### config.mk
export PLATFORM = sky130hd
export DESIGN_NAME = aal1_seq_check
export DESIGN_NICKNAME = d
export VERILOG_FILES = /design/src/rtl/aal1_seq_check.sv
export SDC_FILE = /design/constraint.sdc
export NUM_CORES = 1
export LEC_CHECK = 0
export BUFFER_PORTS_ARGS = -buffer_cell sky130_fd_sc_hd__buf_2
export CAP_MARGIN = 0
export CORE_MARGIN = 2
export CORE_UTILIZATION = 45
export CTS_CLUSTER_DIAMETER = 100
export DETAILED_ROUTE_END_ITERATION = 12
export GPL_ROUTABILITY_DRIVEN = 0
export PLACE_DENSITY = 0.71
export SYNTH_ARGS = -nofsm -noshare
export SYNTH_HDL_FRONTEND = slang
export SYNTH_SLANG_ARGS = --single-unit
### constraint.sdc
create_clock -name clk -period 2.4 [get_ports clk]
set_input_delay 0.24 -clock clk [delete_from_list [all_inputs] [get_ports clk]]
set_output_delay 0.24 -clock clk [all_outputs]
set_load 0.02 [all_outputs]
### src/rtl/aal1_seq_check.sv
module aal1_seq_check (
  input  logic       clk,
  input  logic       rst_n,
  input  logic       arrive,
  input  logic [7:0] hdr,
  input  logic       clr,
  output logic       valid_pulse,
  output logic       lost_pulse,
  output logic [4:0] status
);

  function automatic logic [2:0] crc3(input logic [3:0] d);
    logic [6:0] r;
    r = {d, 3'b000};
    for (int i = 6; i >= 3; i--)
      if (r[i]) r = r ^ (7'b0001011 << (i - 3));
    return r[2:0];
  endfunction

  logic [2:0] last;
  logic       synced;

  wire        crc_bad = crc3(hdr[7:4]) != hdr[3:1];
  wire        par_bad = ^hdr;
  wire  [2:0] seq     = hdr[6:4];
  wire  [2:0] diff    = seq - last;
  wire        good    = arrive && !crc_bad && !par_bad;
  wire        mis     = good && synced && (diff == 3'd0 || diff == 3'd7);
  wire        single  = good && synced && diff == 3'd2;
  wire        multi   = good && synced && diff >= 3'd3 && diff <= 3'd6;
  wire        accept  = good && !mis;
  wire  [4:0] raised  = {mis, multi, single, arrive && par_bad, arrive && crc_bad};

  always_ff @(posedge clk or negedge rst_n) begin
    if (!rst_n) begin
      valid_pulse <= 1'b0;
      lost_pulse  <= 1'b0;
      status      <= '0;
      last        <= '0;
      synced      <= 1'b0;
    end else begin
      valid_pulse <= accept;
      lost_pulse  <= single;
      status      <= (clr ? 5'd0 : status) | raised;
      if (accept) begin
        last   <= seq;
        synced <= 1'b1;
      end
    end
  end

  AST_LOST_WITH_VALID: assert property (@(posedge clk) disable iff (!rst_n)
    lost_pulse |-> valid_pulse);
  AST_PULSE_NEEDS_ARRIVAL: assert property (@(posedge clk) disable iff (!rst_n)
    valid_pulse |-> $past(arrive));
  AST_BAD_PARITY_DROPS: assert property (@(posedge clk) disable iff (!rst_n)
    (arrive && ^hdr) |=> !valid_pulse);
  AST_STICKY: assert property (@(posedge clk) disable iff (!rst_n)
    !$past(clr) |-> ((status & $past(status)) == $past(status)));
  AST_CLEAR: assert property (@(posedge clk) disable iff (!rst_n)
    ($past(clr) && !$past(arrive)) |-> status == 5'd0);

endmodule

==> flow_summary_export.csv <==
group,metric,value,unit
clock_tree,tritoncts,"done",
setup_path,crit_chain,"ha_1 > inv_1 > fa_1 > nor2b_1 > mux2i_1 > o21ai_1 > nor4_2 > buf_4 > mux2_2",
global_route,met2_usage,27.50,%
synth,synth_area,654.4,um2
placement,placed_cells,96,
route,firstDrtPassIters,5,
timing,final-setup-viol-count,0,
route,drc,0,
synth,synth_top_family_by_area,"XOR/XNOR gates",
synth,avgSynthCellArea,10.91,um2
global_route,grt-ovfl-total,0,
cells_and_area,nNetsFinal,101,
setup_path,cpMaxStageDelayCell,"fa_1",
power,power_density,870.4,nW/um2
setup_path,critPathRequiredTime,2.56,ns
clock_tree,clock_path_buffers,2,
cells_and_area,final_cell_mix,"buf_2 (18), dfrtp_1 (11), inv_1 (10)",
timing,maxSlewViolCount,0,
cells_and_area,fillCellCount,121,
hold_path,min_path_type,"input pin to flop",
global_route,gr-usage-met1,18.65,%
setup_path,critPathArrivalTime,2.41,ns
setup_path,timing.rr.end,"last[1]",
synth,ys_ff_latch,11,
clock_tree,postCtsSetupBuffers,0,
power,power.static_leakage,0.4046,nW
setup_path,r2r_setup_slack,0.14,ns
power,p_total,0.0007155,W
route,num_vias,507,
timing,setup_tns,0,ns
cells_and_area,diodes,0,
timing,hold_viol,0,
synth,synth_nets,74,
floorplan,die_area,1775,um2
floorplan,die_h,42.14,um
synth,ys_types,21,
setup_path,critPathLaunchType,"flop",
synth,synthCells,60,
synth,ys_seq_area_share,42.07,%
timing,fin_skew,0.003172,ns
synth,synth.mux.area_fraction,11.47,%
placement,portBuffers,18,
floorplan,num_rows,13,
cells_and_area,fin_cells,101,
timing,period_minus_slack,2.256,ns
setup_path,crit_fanout,4,
setup_path,rr_startpoint,"last[0]",
global_route,grt_util_met3,7.759,%
status,status,"finished clean",
setup_path,crit_type,"flop to flop",
clock_tree,cts_root_buffer,"clkbuf_4",
synth,synthSimpleGateAreaFrac,10.52,%
cells_and_area,drive_gt1_share,34.88,%
global_route,grt_pass1_wl,2145,um
global_route,gr-max-usage-layer,"met2",
floorplan,io_pins,19,
cells_and_area,layout_commonest_cell,"buf_2",
route,avgRoutedWirePerCell,12.09,um
floorplan,die_w,42.14,um
timing,finalCritPeriodShare,94.01,%
route,viasPerCell,5.020,
power,ir_drop,0.0005210,V
cells_and_area,synthToLayoutAreaGrowth,25.62,%
timing,rsz0062_at_grt,"false",
clock_tree,htree_num_levels,1,
synth,yosys.area_share.adder,4.971,%
timing,timing_worst_slew_pin_value,0.3552,ns
global_route,grt_usage,16.28,%
flow_run,drv_cap,0,
setup_path,max_stage_delay,0.44,ns
floorplan,initial_core_util,49.06,%
setup_path,end_kind,"flop",
floorplan,core_area,1334,um2
global_route,grt_pass1_vias,505,
synth,synth_xor_area_share,17.21,%
setup_path,ff2ff_path_depth,9,
timing,fmax,443.2,MHz
route,wl,1221,um
route,drtAntennaViolNets,0,
timing,max_slew_margin,76.15,%
global_route,grt_max_degree,12,
hold_path,hold_path_end,"status[4]",
hold_path,min_path_cells,2,
route,drt-initial-drc-count,11,
hold_path,min_from,"clr",
synth,synth_compound_area_share,8.031,%
clock_tree,clk_pin_slew,0.07,ns
clock_tree,cts_buffers,3,
clock_tree,clock_latency,0.27,ns
synth,yosys_warnings,0,
global_route,antenna_found_initial,0,
placement,hpwl,951.9,um
clock_tree,numClockSinks,11,
setup_path,critPathTopFamily,"adder cells",
setup_path,crit_buf_inv,2,
## area by class of cell
| class | instances | area (um2) | area share [%] |
|---|---|---|---|
| multi-input combinational | 39 | 341.6 | 41.55 |
| inverter | 10 | 37.54 | 4.566 |
| timing repair buffer | 22 | 122.6 | 14.92 |
| tap | 15 | 18.77 | 2.283 |
| sequential | 11 | 275.3 | 33.49 |
| clock buffer | 4 | 26.28 | 3.196 |
## synth_stat cells
library cell	count	area, um2
mux2_2	3	33.78
dfrtp_1	11	275.3
nor3_1	2	10.01
o21ai_0	3	15.01
nor4_2	1	12.51
xnor2_1	8	70.07
mux2_1	1	11.26
xor3_2	1	25.02
o21ai_1	1	5.000
xor2_1	2	17.52
nand3_1	1	5.000
a31oi_1	1	6.260
nor2b_1	2	12.51
ha_1	1	12.51
o32ai_1	3	26.28
inv_1	10	37.54
fa_1	1	20.02
mux2i_1	3	30.03
nand2_1	3	11.26
nor2_1	1	3.750
or4b_4	1	13.76
## registers in the layout, summed over array words and instances (netlist names)
signal       flops
lost_pulse       1
synced           1
valid_pulse      1
status           5
last             3
## cell families (layout without fill, tap and decap cells)
family	count (synthesis)	after routing
AOI/OAI and AO/OA	8	8
xor gates and xnor gates	11	11
adders and majority gates	2	2
buffers and inverters	10	36
DFF	11	11
muxes	7	7
and+or+nand+nor	11	11
## stage by stage
stage / setup WS, ns / area (um2) / hold slack, ns / utilization [%]
6_report: 0.1437 / 822.0 / 0.2230 / 61.63
3_3_place_gp: 0.1469 / 785.8 / 0.1190 / 58.91
5_1_grt: 0.04948 / 822.0 / 0.2169 / 61.63
4_1_cts: 0.1348 / 822.0 / 0.2215 / 61.63
2_1_floorplan: 0.2313 / 654.4 / -0.05559 / -
3_5_place_dp: 0.1375 / 785.8 / 0.1198 / 58.91
## per-layer routing
metal	vias to the layer above	share of wire, %
met5	-	0
met4	0	0.33
met3	2	5.4
met2	14	50
met1	237	44
li1	254	-
## how the worst max path moves through the flow
stage | slack [ns] | to | start | depth (start not counted)
after floorplan | 0.23 | last[0] | last[0] | 8
after global placement | 0.15 | last[1] | hdr[4] | 11
after detailed placement | 0.14 | last[1] | hdr[4] | 11
after CTS | 0.13 | last[1] | last[0] | 9
after global routing | 0.05 | last[1] | last[0] | 9
final | 0.14 | last[1] | last[0] | 9
## what timing repair did
action,4_1_cts,5_1_grt
hold buffers,1,0
resized for setup,0,0
hold endpoints to repair,11,0
## power by group
part | internal (W) | switching, W | leakage [nW]
logic | 0.000174 | 0.000170 | 0.251
clock network | 0.0000644 | 0.0000622 | 0.0150
registers | 0.000226 | 0.0000196 | 0.138
Power figures use the tool's default switching activity.
